[config.mk]
export PLATFORM = sky130hd
export DESIGN_NAME = scb_bank
export DESIGN_NICKNAME = d
export VERILOG_FILES = /design/src/rtl/scb_pkg.sv /design/src/rtl/scb_decode.sv /design/src/rtl/scb_alias_reg.sv /design/src/rtl/scb_word_reg.sv /design/src/rtl/scb_bank.sv
export SDC_FILE = /design/constraint.sdc
export NUM_CORES = 1
export LEC_CHECK = 0
export ABC_AREA = 1
export BUFFER_PORTS_ARGS = -buffer_cell sky130_fd_sc_hd__buf_2
export CELL_PAD_IN_SITES_DETAIL_PLACEMENT = 1
export CELL_PAD_IN_SITES_GLOBAL_PLACEMENT = 1
export CORE_AREA = 2 2 222 268
export DETAILED_ROUTE_END_ITERATION = 8
export DIE_AREA = 0 0 224 270
export HOLD_SLACK_MARGIN = 0.02
export PLACE_DENSITY_LB_ADDON = 0.1
export SYNTH_ARGS = -nofsm -noshare
export SYNTH_HDL_FRONTEND = slang
export SYNTH_SLANG_ARGS = --single-unit
[constraint.sdc]
create_clock -name clk -period 3.9 [get_ports clk]
set_clock_uncertainty 0.15 [all_clocks]
set_input_delay 0.39 -clock clk [delete_from_list [all_inputs] [get_ports clk]]
set_output_delay 0.39 -clock clk [all_outputs]
set_load 0.02 [all_outputs]
[src/rtl/scb_pkg.sv]
package scb_pkg;
  localparam int WORD_W = 32;
  typedef logic [WORD_W-1:0] word_t;

  // low two bits of an aliased-bank index select the access kind
  typedef enum logic [1:0] {
    ACC_BASE = 2'd0,
    ACC_SET  = 2'd1,
    ACC_CLR  = 2'd2,
    ACC_TOG  = 2'd3
  } acc_e;

  function automatic word_t next_value(acc_e kind, word_t cur, word_t d);
    case (kind)
      ACC_SET: return cur | d;
      ACC_CLR: return cur & ~d;
      ACC_TOG: return cur ^ d;
      default: return d;
    endcase
  endfunction
endpackage

[src/rtl/scb_decode.sv]
module scb_decode #(
  parameter int ADDR_W   = 15,
  parameter int NUM_LOW  = 3,
  parameter int NUM_GRP  = 4,
  parameter int NUM_HPL  = 2,
  localparam int IDX_W   = ADDR_W - 3,
  localparam int LW      = (NUM_LOW > 1) ? $clog2(NUM_LOW) : 1,
  localparam int GW      = (NUM_GRP > 1) ? $clog2(NUM_GRP) : 1,
  localparam int HW      = (NUM_HPL > 1) ? $clog2(NUM_HPL) : 1
) (
  input  logic [ADDR_W-1:0] addr,
  output logic              low_hit,
  output logic [LW-1:0]     low_sel,
  output logic              grp_hit,
  output logic [GW-1:0]     grp_sel,
  output scb_pkg::acc_e     kind,
  output logic              hp_hit,
  output logic [HW-1:0]     hp_sel
);
  localparam logic [IDX_W-1:0] LOW_END = IDX_W'(NUM_LOW);
  localparam logic [IDX_W-1:0] GRP_END = IDX_W'(4 * NUM_GRP);
  localparam logic [IDX_W-1:0] HP_END  = IDX_W'(4 * NUM_GRP + NUM_HPL);

  logic [IDX_W-1:0] idx;
  logic             aligned;
  logic             upper;

  always_comb begin
    idx     = addr[ADDR_W-2:2];
    aligned = (addr[1:0] == 2'b00);
    upper   = addr[ADDR_W-1];
    low_hit = aligned && !upper && (idx < LOW_END);
    grp_hit = aligned && upper && (idx < GRP_END);
    hp_hit  = aligned && upper && (idx >= GRP_END) && (idx < HP_END);
    low_sel = LW'(idx);
    grp_sel = GW'(idx >> 2);
    kind    = scb_pkg::acc_e'(idx[1:0]);
    hp_sel  = HW'(idx - GRP_END);
  end
endmodule

[src/rtl/scb_alias_reg.sv]
module scb_alias_reg #(
  parameter scb_pkg::word_t RST_VAL  = '0,
  parameter bit             LOCK_EN  = 1'b0,
  parameter int             LOCK_BIT = 31
) (
  input  logic           clk,
  input  logic           rst_n,
  input  logic           we,
  input  scb_pkg::acc_e  kind,
  input  scb_pkg::word_t wdata,
  output scb_pkg::word_t q
);
  localparam scb_pkg::word_t LOCK_MASK = scb_pkg::word_t'(LOCK_EN) << LOCK_BIT;
  localparam scb_pkg::word_t RST_EFF   = RST_VAL | LOCK_MASK;

  always_ff @(posedge clk or negedge rst_n) begin
    if (!rst_n)  q <= RST_EFF;
    else if (we) q <= scb_pkg::next_value(kind, q, wdata);
  end
endmodule

[src/rtl/scb_word_reg.sv]
module scb_word_reg #(
  parameter scb_pkg::word_t RST_VAL = '0
) (
  input  logic           clk,
  input  logic           rst_n,
  input  logic           we,
  input  scb_pkg::word_t wdata,
  output scb_pkg::word_t q
);
  always_ff @(posedge clk or negedge rst_n) begin
    if (!rst_n)  q <= RST_VAL;
    else if (we) q <= wdata;
  end
endmodule

[src/rtl/scb_bank.sv]
module scb_bank #(
  parameter int ADDR_W   = 15,
  parameter int NUM_LOW  = 3,
  parameter int NUM_GRP  = 4,
  parameter int NUM_HPL  = 2,
  parameter int LOCK_BIT = 31,
  parameter logic [NUM_GRP-1:0]    LOCK_MASK = 4'b0111,
  parameter logic [32*NUM_LOW-1:0] LOW_RST   = {32'h0000_00C3, 32'h0000_8100, 32'h1234_0000},
  parameter logic [32*NUM_GRP-1:0] GRP_RST   = {32'h0C0C_0C0C, 32'h0000_0006,
                                                32'h0001_1000, 32'h0000_2041},
  parameter logic [32*NUM_HPL-1:0] HPL_RST   = {32'hFFFF_0000, 32'h0000_0000}
) (
  input  logic                    clk,
  input  logic                    rst_n,
  input  logic                    wr_en,
  input  logic [ADDR_W-1:0]       addr,
  input  logic [31:0]             wdata,
  output logic [31:0]             rdata,
  output logic [32*NUM_LOW-1:0]   low_q,
  output logic [32*NUM_GRP-1:0]   alias_q,
  output logic [32*NUM_HPL-1:0]   plain_q
);
  import scb_pkg::*;

  localparam int LW = (NUM_LOW > 1) ? $clog2(NUM_LOW) : 1;
  localparam int GW = (NUM_GRP > 1) ? $clog2(NUM_GRP) : 1;
  localparam int HW = (NUM_HPL > 1) ? $clog2(NUM_HPL) : 1;

  logic          low_hit, grp_hit, hp_hit;
  logic [LW-1:0] low_sel;
  logic [GW-1:0] grp_sel;
  logic [HW-1:0] hp_sel;
  acc_e          kind;

  word_t low_a [NUM_LOW];
  word_t grp_a [NUM_GRP];
  word_t hp_a  [NUM_HPL];

  scb_decode #(
    .ADDR_W(ADDR_W), .NUM_LOW(NUM_LOW), .NUM_GRP(NUM_GRP), .NUM_HPL(NUM_HPL)
  ) u_dec (
    .addr(addr), .low_hit(low_hit), .low_sel(low_sel), .grp_hit(grp_hit),
    .grp_sel(grp_sel), .kind(kind), .hp_hit(hp_hit), .hp_sel(hp_sel)
  );

  for (genvar p = 0; p < NUM_LOW; p++) begin : g_low
    scb_word_reg #(.RST_VAL(LOW_RST[32*p +: 32])) u_reg (
      .clk(clk), .rst_n(rst_n),
      .we(wr_en && low_hit && (low_sel == LW'(p))),
      .wdata(wdata), .q(low_a[p])
    );
    assign low_q[32*p +: 32] = low_a[p];
  end

  for (genvar g = 0; g < NUM_GRP; g++) begin : g_grp
    scb_alias_reg #(
      .RST_VAL(GRP_RST[32*g +: 32]), .LOCK_EN(LOCK_MASK[g]), .LOCK_BIT(LOCK_BIT)
    ) u_reg (
      .clk(clk), .rst_n(rst_n),
      .we(wr_en && grp_hit && (grp_sel == GW'(g))),
      .kind(kind), .wdata(wdata), .q(grp_a[g])
    );
    assign alias_q[32*g +: 32] = grp_a[g];
  end

  for (genvar p = 0; p < NUM_HPL; p++) begin : g_hpl
    scb_word_reg #(.RST_VAL(HPL_RST[32*p +: 32])) u_reg (
      .clk(clk), .rst_n(rst_n),
      .we(wr_en && hp_hit && (hp_sel == HW'(p))),
      .wdata(wdata), .q(hp_a[p])
    );
    assign plain_q[32*p +: 32] = hp_a[p];
  end

  // every alias of a group reads its base register
  always_comb begin
    rdata = '0;
    if (low_hit)      rdata = low_a[low_sel];
    else if (grp_hit) rdata = grp_a[grp_sel];
    else if (hp_hit)  rdata = hp_a[hp_sel];
  end
endmodule

==> results.json, run 1 <==
{
  "status": "completed",
  "synth.distinct_cells": 25,
  "power_w": 0.00735,
  "synth_top_family_by_area": "simple AND/OR/NAND/NOR gates",
  "crit_required_ns": 3.36,
  "clock_sinks": 288,
  "ys_seq_area_frac": 0.362,
  "clock_latency_ns": 0.56,
  "max_cap_viol_count": 0,
  "synth_xor_area_frac": 0,
  "min_period_ns": 2.86,
  "drt-total-wl_um": 87100,
  "synthMuxAreaShare": 0,
  "fmax_mhz": 350,
  "p_per_area_nw_per_um2": 304,
  "grt_overflow_total": 0,
  "die_w_um": 224,
  "dieArea_um2": 60500,
  "first_pass_iters": 5,
  "grt_first_pass_wirelength_um": 133000,
  "cts_max_level": 2,
  "hp-class": "input port to flop",
  "synthAdderAreaFrac": 0.160,
  "hp-start": "wdata[9]",
  "ys_warn_count": 0,
  "die_y_um": 270,
  "fin_crit_sh": 0.733,
  "grt_max_degree": 91,
  "ios": 370,
  "path_buf_inv": 3,
  "first_iter_violations": 1112,
  "dp_hpwl_um": 63200,
  "critPathCaptureType": "output pin",
  "clockRootBuffer": "clkbuf_16",
  "synthSimpleGateAreaFrac": 0.319,
  "vias": 20324,
  "worst_setup_path_start_kind": "input port",
  "io_buffer_count": 369,
  "layout.nets": 3373,
  "postCtsSetupBuffers": 0,
  "synthesis.nets": 3035,
  "cpMostUsedCell": "nand2_1",
  "cts_tree": "done",
  "numCtsBuffers": 38,
  "cts.clk_slew.worst_paths_ns": 0.06,
  "slew_headroom": 0.384,
  "grt_setup_unrepaired": "false",
  "arrival_ns": 2.32,
  "place.gp.congestion": 0.865,
  "r2r_start": "g_grp[2].u_reg.q[31]$_DFFE_PN1P_",
  "grt_pass1_vias": 21276,
  "setup_viol": 0,
  "synth_top_area_share": 0.303,
  "synth_area_leaders": "dfrtp_1 (30%), nand2_1 (24%), ha_1 (16%), dfstp_2 (5.9%), o2111ai_1 (5.6%)",
  "syn_to_final_growth_pct": 20.4,
  "path_cells": "buf_2 -> nand2_1 -> clkinv_1 -> nand2_1 -> nand2_1 -> nor2_1 -> nand3_1 -> nand3_1 -> nand2_1 -> buf_2",
  "core_um2": 57900,
  "antenna_found_initial": 1,
  "syn_inst": 2729,
  "tightest_slew_ns": 0.925,
  "viasPerCell": 5.29,
  "drive_gt1_frac": 0.182,
  "drc": 0,
  "dpl-instance-area_um2": 22600,
  "ant_nets": 0,
  "startpoint": "addr[4]",
  "peakVddDrop_v": 0.000263,
  "ys_seq_elements": 288,
  "avgSynthCellArea_um2": 7.35,
  "critPathMaxStageDelay_ns": 0.46,
  "crit_family": "simple AND/OR/NAND/NOR gates",
  "finalHoldViolations": 0,
  "criticalPathCategory": "input port to output pin",
  "synth_top_area_cell": "dfrtp_1",
  "track_usage": 0.285,
  "fin_setup_tns_ns": 0,
  "slew_violations": 0,
  "rows": 97,
  "wire_per_inst_um": 22.7,
  "post-route-util": 0.417,
  "crit_slowest_cell": "clkinv_1",
  "start_util": 0.346,
  "fin_area_um2": 24100,
  "ff_latch_area_um2": 7260,
  "cts_buffer_depth": 3,
  "n_fill_cell": 7230,
  "synthesis.area_um2": 20100,
  "synth-compound-area-share": 0.0878,
  "p_leak_nw": 13.3,
  "multi_input_area_um2": 11400,
  "cp_max_fo": 9
}
flip-flops by register name (all words and copies together) (netlist names):
signal / flops
g_grp.u_reg.q: 128
g_low.u_reg.q: 96
g_hpl.u_reg.q: 64
final timing paths:
| kind | to | slack [ns] | cells after the start |
|---|---|---|---|
| max | rdata[8] | 1.04 | 10 |
| min | g_low[1].u_reg.q[9]$_DFFE_PN0P_ | 0.06 | 3 |
| max reg2reg | g_grp[2].u_reg.q[31]$_DFFE_PN1P_ | 2.36 | 6 |
| min reg2reg | g_hpl[1].u_reg.q[24]$_DFFE_PN1P_ | 0.33 | 2 |
| max in group asynchronous | g_hpl[1].u_reg.q[24]$_DFFE_PN1P_ | 2.31 | 3 |
| min in group asynchronous | g_hpl[0].u_reg.q[6]$_DFFE_PN0P_ | 0.28 | 2 |
through the flow:
stage               worst slack, ns  instances  hold slack [ns]
floorplan                      1.88       2729          -0.0556
global placement               1.01       3739            0.310
detailed placement            0.929       3739            0.316
CTS                            1.06       3838           0.0286
global route                  0.849       3838           0.0412
finish                         1.04       3839           0.0577
synth_stat cells, drive strengths merged:
cell / instances
inv: 180
nor3: 3
o21ai: 128
nand3: 187
ha: 256
clkbuf: 54
dfrtp: 243
clkinv: 2
o2111ai: 128
buf: 107
nand2: 1310
nand4: 33
nor2: 53
dfstp: 45
area by class of cell:
| class | count | share of cell area |
|---|---|---|
| Multi-Input combinational cell | 2098 | 0.472 |
| Sequential cell | 288 | 0.301 |
| Timing Repair Buffer | 459 | 0.111 |
| Clock buffer | 58 | 0.0466 |
| Tap cell | 742 | 0.0384 |
| Inverter | 182 | 0.0284 |
| Clock inverter | 11 | 0.00306 |
| Antenna cell | 1 | 0.000104 |
power breakdown:
part / switching [W] / total (W) / internal [W]
sequential: 0.00000902 / 0.00301 / 0.00300
combinational: 0.000614 / 0.000853 / 0.000240
clock: 0.00149 / 0.00349 / 0.00200
total: 0.00211 / 0.00735 / 0.00523
layout by cell type (no fill, tap or decap), types with 32 or more instances in the layout:
cell / instances
nand2_1: 1307
buf_2: 368
ha_1: 256
dfrtp_1: 243
nand3_1: 186
inv_1: 173
o2111ai_1: 128
o21ai_1: 79
buf_4: 54
o21ai_0: 49
dfstp_2: 45
nor2_1: 39
clkbuf_16: 38
nand4_1: 32
repair_timing:
item / 4_1_cts / 5_1_grt
hold buffers: 30 / 0
resized for setup: 0 / 0
endpoints found under the hold margin: 193 / 0
layer usage:
layer	wire, um	GRT usage	vias to the layer above
li1	-	-	9522
met1	39100	0.376	10218
met2	40800	0.471	454
met3	4270	0.0492	128
met4	2940	0.0953	2
met5	10	0	-
worst register-to-register path, delay by kind of cell, from the launching register on:
kind | cells | cell delay, ns
buf+inv | 1 | 0.07
flops | 1 | 0.56
fa+ha+maj | 1 | 0.28
simple gates | 2 | 0.19
compound gates | 2 | 0.20
kinds of logic (layout without fill, tap and decap cells):
family / count (synthesis) / after routing
buffers and inverters: 343 / 710
AOI/OAI and AO/OA: 256 / 256
and+or+nand+nor: 1586 / 1586
adders and majority gates: 256 / 256
DFF: 288 / 288
other: 0 / 1
Note: power is estimated with default switching activity, not from simulation.
==> run 2, diff against run 1 <==
- clock period: 3.9 -> 2.4 ns (I/O delays scaled with it)
==> run 2 against run 1 <==
Compared with the run above: non-clock buffer count grew 31; via count grew 1.6%; worst hold slack lost 0.00091 ns; count of clock-buffer cells in the layout shrank 4; core utilization grew 1.1 points; critical endpoint is now rdata[3].
==> results.json, run 2 (synthesized netlist as in run 1, its figures left out) <==
{
  "status": "completed",
  "finalHoldViolations": 0,
  "cp_max_fo": 4,
  "arrival_ns": 1.93,
  "die_w_um": 224,
  "clock_sinks": 288,
  "regMostFlops": "g_grp.u_reg.q",
  "cpMostUsedCell": "nand3_1",
  "numCtsBuffers": 37,
  "n_antenna_cell": 0,
  "io_buffer_count": 369,
  "whs_path_depth": 4,
  "r2r_cells": 6,
  "hp-start": "wdata[13]",
  "die_y_um": 270,
  "grt_max_degree": 130,
  "grt_overflow_total": 0,
  "min_period_ns": 2.32,
  "layout.nets": 3403,
  "path_buf_inv": 1,
  "path_cells": "nand3_1 -> nand2_1 -> nor2_2 -> nand3_1 -> nand3_1 -> nand2_1 -> buf_2",
  "wire_per_inst_um": 22.9,
  "grt_first_pass_wirelength_um": 135000,
  "cts.clk_slew.worst_paths_ns": 0.06,
  "p_leak_nw": 13.6,
  "ant_nets": 0,
  "first_pass_iters": 5,
  "cts_max_level": 2,
  "fin_crit_sh": 0.967,
  "critPathMaxStageDelay_ns": 0.44,
  "syn_to_final_growth_pct": 23.5,
  "hold_ws_ns": 0.0568,
  "slew_violations": 0,
  "slew_headroom": 0.488,
  "track_usage": 0.291,
  "fmax_mhz": 431,
  "rows": 97,
  "fin_area_um2": 24800,
  "core_um2": 57900,
  "peakVddDrop_v": 0.000303,
  "worst_setup_path_start_kind": "flop",
  "drive_gt1_frac": 0.196,
  "reg.largest.list": "g_grp.u_reg.q x128, g_low.u_reg.q x96, g_hpl.u_reg.q x64",
  "r2r_start": "g_grp[1].u_reg.q[16]$_DFFE_PN1P_",
  "crit_family": "simple AND/OR/NAND/NOR gates",
  "ios": 370,
  "cp.depth": 7,
  "final_common_cell": "nand2_1",
  "r2r_end": "g_grp[1].u_reg.q[16]$_DFFE_PN1P_",
  "start_util": 0.346,
  "setup_viol": 0,
  "hp-class": "input port to flop",
  "min_to": "g_low[1].u_reg.q[13]$_DFFE_PN0P_",
  "cts_tree": "done",
  "vias": 20658,
  "p_per_area_nw_per_um2": 503,
  "drt-total-wl_um": 88400,
  "first_iter_violations": 1113,
  "critPathCaptureType": "output pin",
  "tightest_slew_ns": 0.768,
  "criticalPathCategory": "flop to output pin",
  "clock_latency_ns": 0.55,
  "grt_pass1_vias": 21553,
  "final_cell_mix": "nand2_1 (1307), buf_2 (368), ha_1 (256), dfrtp_1 (241), nand3_1 (184)",
  "post-route-util": 0.428,
  "drc": 0,
  "clockRootBuffer": "clkbuf_16",
  "cts_buffer_depth": 3,
  "crit_required_ns": 2.01,
  "place.gp.congestion": 0.866,
  "largest_reg_flops": 128,
  "fin_setup_tns_ns": 0,
  "crit_slowest_cell": "dfrtp_1",
  "dieArea_um2": 60500,
  "rrSetupSlack_ns": 0.88,
  "antenna_found_initial": 1,
  "viasPerCell": 5.34,
  "dpl-instance-area_um2": 23100,
  "grt_setup_unrepaired": "false",
  "dp_hpwl_um": 64200,
  "max_cap_viol_count": 0
}
[run 2: repair_timing]
action,in CTS,in global routing
hold buffers,32,0
pin swaps,0,1
setup endpoints to repair,8,12
buffers inserted,0,5
resized for setup,9,16
endpoints found under the hold margin,396,0
[run 2: worst register-to-register path, cell delays in order (launching register included)]
cell and delay, ns:
dfstp_2 0.58, inv_1 0.07, ha_1 0.26, nand2_1 0.07
o2111ai_1 0.13, nand2_1 0.10, o21ai_0 0.07
[run 2: cell type report]
type,count,area (um2)
Fill cell,7241,33100
Multi-Input combinational cell,2098,11500
Sequential cell,288,7270
Timing Repair Buffer,490,3160
Clock buffer,54,1080
Tap cell,742,928
Inverter,182,686
Clock inverter,13,200
[run 2: stage by stage]
| step | total power (W) | setup WS [ns] | cells |
|---|---|---|---|
| floorplan | 0.00569 | 0.676 | 2729 |
| global placement | 0.00631 | 0.231 | 3763 |
| detailed placement | 0.00638 | 0.151 | 3763 |
| CTS | 0.0126 | 0.00517 | 3862 |
| global route | 0.0129 | 0.00328 | 3867 |
| finish | 0.0125 | 0.0798 | 3867 |
[run 2: worst max path at each step]
stage,from,to,slack [ns]
3_3_place_gp,addr[9],g_hpl[0].u_reg.q[22]$_DFFE_PN0P_,0.23
4_1_cts,g_grp[1].u_reg.q[4]$_DFFE_PN0P_,rdata[4],0.005
6_report,g_grp[1].u_reg.q[3]$_DFFE_PN0P_,rdata[3],0.08
2_1_floorplan,addr[9],rdata[11],0.68
3_5_place_dp,addr[9],g_hpl[0].u_reg.q[10]$_DFFE_PN0P_,0.15
5_1_grt,g_grp[1].u_reg.q[8]$_DFFE_PN0P_,rdata[8],0.003
[run 2: per-layer routing]
layer | wire length, um | GRT usage | vias to the layer above
met4 | 3040 | 0.0982 | 2
met5 | 8 | 0 | -
met3 | 4430 | 0.0507 | 134
li1 | - | - | 9587
met2 | 41000 | 0.476 | 513
met1 | 39900 | 0.386 | 10422
[run 2: power breakdown]
| part | switching, W | leakage, nW | internal (W) |
|---|---|---|---|
| Sequential | 0.0000147 | 3.29 | 0.00487 |
| Combinational | 0.00103 | 9.67 | 0.000439 |
| Clock | 0.00244 | 0.630 | 0.00367 |
==> run 3, diff against run 2 <==
- PLACE_DENSITY: not set -> 0.75
- PLACE_DENSITY_LB_ADDON: 0.1 -> not set
==> run 3 against run 2 <==
Compared with the run above: combinational power barely moved; clock power fell by 7.0%; worst hold slack improved by 0.031 ns; core utilization fell by 0.30 points; final cell count fell by 0.18%; highest routed layer is now met4; worst setup slack improved by 0.0096 ns; sequential share of layout area rose by 0.20 points; design area fell by 0.71%.
==> results.json, run 3 (synthesized netlist as in run 1, its figures left out) <==
{
  "layout.nets": 3396,
  "tightest_slew_ns": 0.594,
  "critPathMaxStageDelay_ns": 0.44,
  "power_switching_w": 0.00335,
  "fin_crit_sh": 0.963,
  "viasPerCell": 5.43,
  "p_leak_nw": 13.5,
  "finalHoldViolations": 0,
  "dp_hpwl_um": 63900,
  "io_buffer_count": 369,
  "cts.clk_slew.worst_paths_ns": 0.06,
  "die_y_um": 270,
  "setup_slack_ns": 0.0894,
  "clock_latency_ns": 0.52,
  "path_cells": "nand3_1 -> nand2_1 -> nor2_1 -> nand3_1 -> nand3_1 -> nand2_1 -> buf_2",
  "slew_violations": 0,
  "start_util": 0.346,
  "track_usage": 0.287,
  "dieArea_um2": 60500,
  "syn_to_final_growth_pct": 22.7,
  "cp_max_fo": 4,
  "rows": 97,
  "cts_tree": "done",
  "grt_setup_unrepaired": "false",
  "regMostFlops": "g_grp.u_reg.q",
  "antenna_found_initial": 2,
  "drc": 0,
  "ios": 370,
  "die_w_um": 224,
  "critPathCaptureType": "output pin",
  "crit_family": "simple AND/OR/NAND/NOR gates",
  "criticalPathCategory": "flop to output pin",
  "arrival_ns": 1.92,
  "final_common_cell": "nand2_1",
  "drt-total-wl_um": 87700,
  "max_cap_viol_count": 0,
  "worst_setup_path_start_kind": "flop",
  "cpMostUsedCell": "nand3_1",
  "peakVddDrop_v": 0.000354,
  "status": "completed",
  "clock_sinks": 288,
  "drive_gt1_frac": 0.190,
  "seqPwrFrac": 0.407,
  "grt_max_degree": 81,
  "slew_headroom": 0.604,
  "vias": 20950,
  "largest_reg_flops": 128,
  "combPwrFrac": 0.120,
  "path_buf_inv": 1,
  "cts_buffer_depth": 3,
  "power.share.switching": 0.279,
  "grt_first_pass_wirelength_um": 135000,
  "rrSetupSlack_ns": 0.82,
  "wire_per_inst_um": 22.7,
  "first_iter_violations": 1628,
  "min_period_ns": 2.31,
  "clockRootBuffer": "clkbuf_16",
  "crit_slowest_cell": "dfrtp_1",
  "dp.cells": 3764,
  "power_w": 0.0120,
  "fmax_mhz": 433,
  "fin_cells": 3860,
  "fin_setup_tns_ns": 0,
  "ant_nets": 0,
  "grt_overflow_total": 0,
  "numCtsBuffers": 35,
  "cts_max_level": 2,
  "place.gp.congestion": 0.893,
  "first_pass_iters": 5,
  "postCtsSetupBuffers": 0,
  "n_fill_cell": 7239,
  "grt_pass1_vias": 21828,
  "setup_viol": 0,
  "final_cell_mix": "nand2_1 (1306), buf_2 (367), ha_1 (256), dfrtp_1 (243), nand3_1 (185)",
  "post-route-util": 0.425,
  "power_frac_clock": 0.473,
  "reg.largest.list": "g_grp.u_reg.q x128, g_low.u_reg.q x96, g_hpl.u_reg.q x64",
  "p_per_area_nw_per_um2": 488,
  "place_ws_ns": 0.233,
  "core_um2": 57900,
  "p_int_w": 0.00865,
  "crit_required_ns": 2.01,
  "hp-class": "input port to flop"
}
-- run 3: repair_timing --
item,CTS,global route
setup endpoints to repair,0,5
gates resized for setup,0,6
hold buffers,31,0
endpoints found under the hold margin,308,0
-- run 3: area by class of cell --
type	count	area [um2]	share of cell area
clock buffer	52	1080	0.0440
tap	742	928	0.0377
sequential	288	7260	0.295
timing repair buffer	485	3110	0.126
clock inverter	11	118	0.00478
antenna	2	5.00	0.000203
inverter	182	686	0.0279
multi-input combinational	2098	11400	0.464
-- run 3: power groups by stage --
| stage | Sequential [W] | Combinational, W | Clock (W) |
|---|---|---|---|
| after floorplan | 0.00498 | 0.000710 | 0 |
| after global placement | 0.00497 | 0.00130 | 0 |
| after detailed placement | 0.00497 | 0.00138 | 0 |
| after CTS | 0.00489 | 0.00144 | 0.00575 |
| after global routing | 0.00488 | 0.00158 | 0.00593 |
| final | 0.00489 | 0.00144 | 0.00567 |
-- run 3: path summary, 6_finish.rpt --
path,from,end,depth (start not counted)
min in group asynchronous,rst_n,g_grp[0].u_reg.q[10]$_DFFE_PN0P_,2
worst min-delay path,wdata[13],g_low[1].u_reg.q[13]$_DFFE_PN0P_,4
max in group asynchronous,rst_n,g_low[2].u_reg.q[1]$_DFFE_PN1P_,3
worst max-delay path,g_grp[2].u_reg.q[14]$_DFFE_PN0P_,rdata[14],7
worst max register to register,g_grp[3].u_reg.q[2]$_DFFE_PN1P_,g_grp[3].u_reg.q[2]$_DFFE_PN1P_,6
worst min register to register,g_hpl[1].u_reg.q[28]$_DFFE_PN1P_,g_hpl[1].u_reg.q[28]$_DFFE_PN1P_,2
-- run 3: tightest hold or removal path, delay by kind of cell --
kind          cells  cell delay (ns)
simple gates      2             0.11
buf+inv           2             0.37
-- run 3: through the flow --
| stage | instance area (um2) | hold slack, ns |
|---|---|---|
| finish | 24600 | 0.0873 |
| global route | 24600 | 0.0920 |
| CTS | 24600 | 0.0600 |
| detailed placement | 23100 | 0.0941 |
| global placement | 23100 | 0.0928 |
| floorplan | 20100 | -0.206 |
-- run 3: routing by layer --
layer  part of all wire  wire length (um)  GRT usage  vias to the layer above
met4              0.043              3810      0.114                        0
met3              0.064              5580     0.0517                      169
li1                   -                 -          -                     9564
met2               0.46             40400      0.462                      648
met1               0.43             38000      0.380                    10569
met5                  0                 0          0                        -
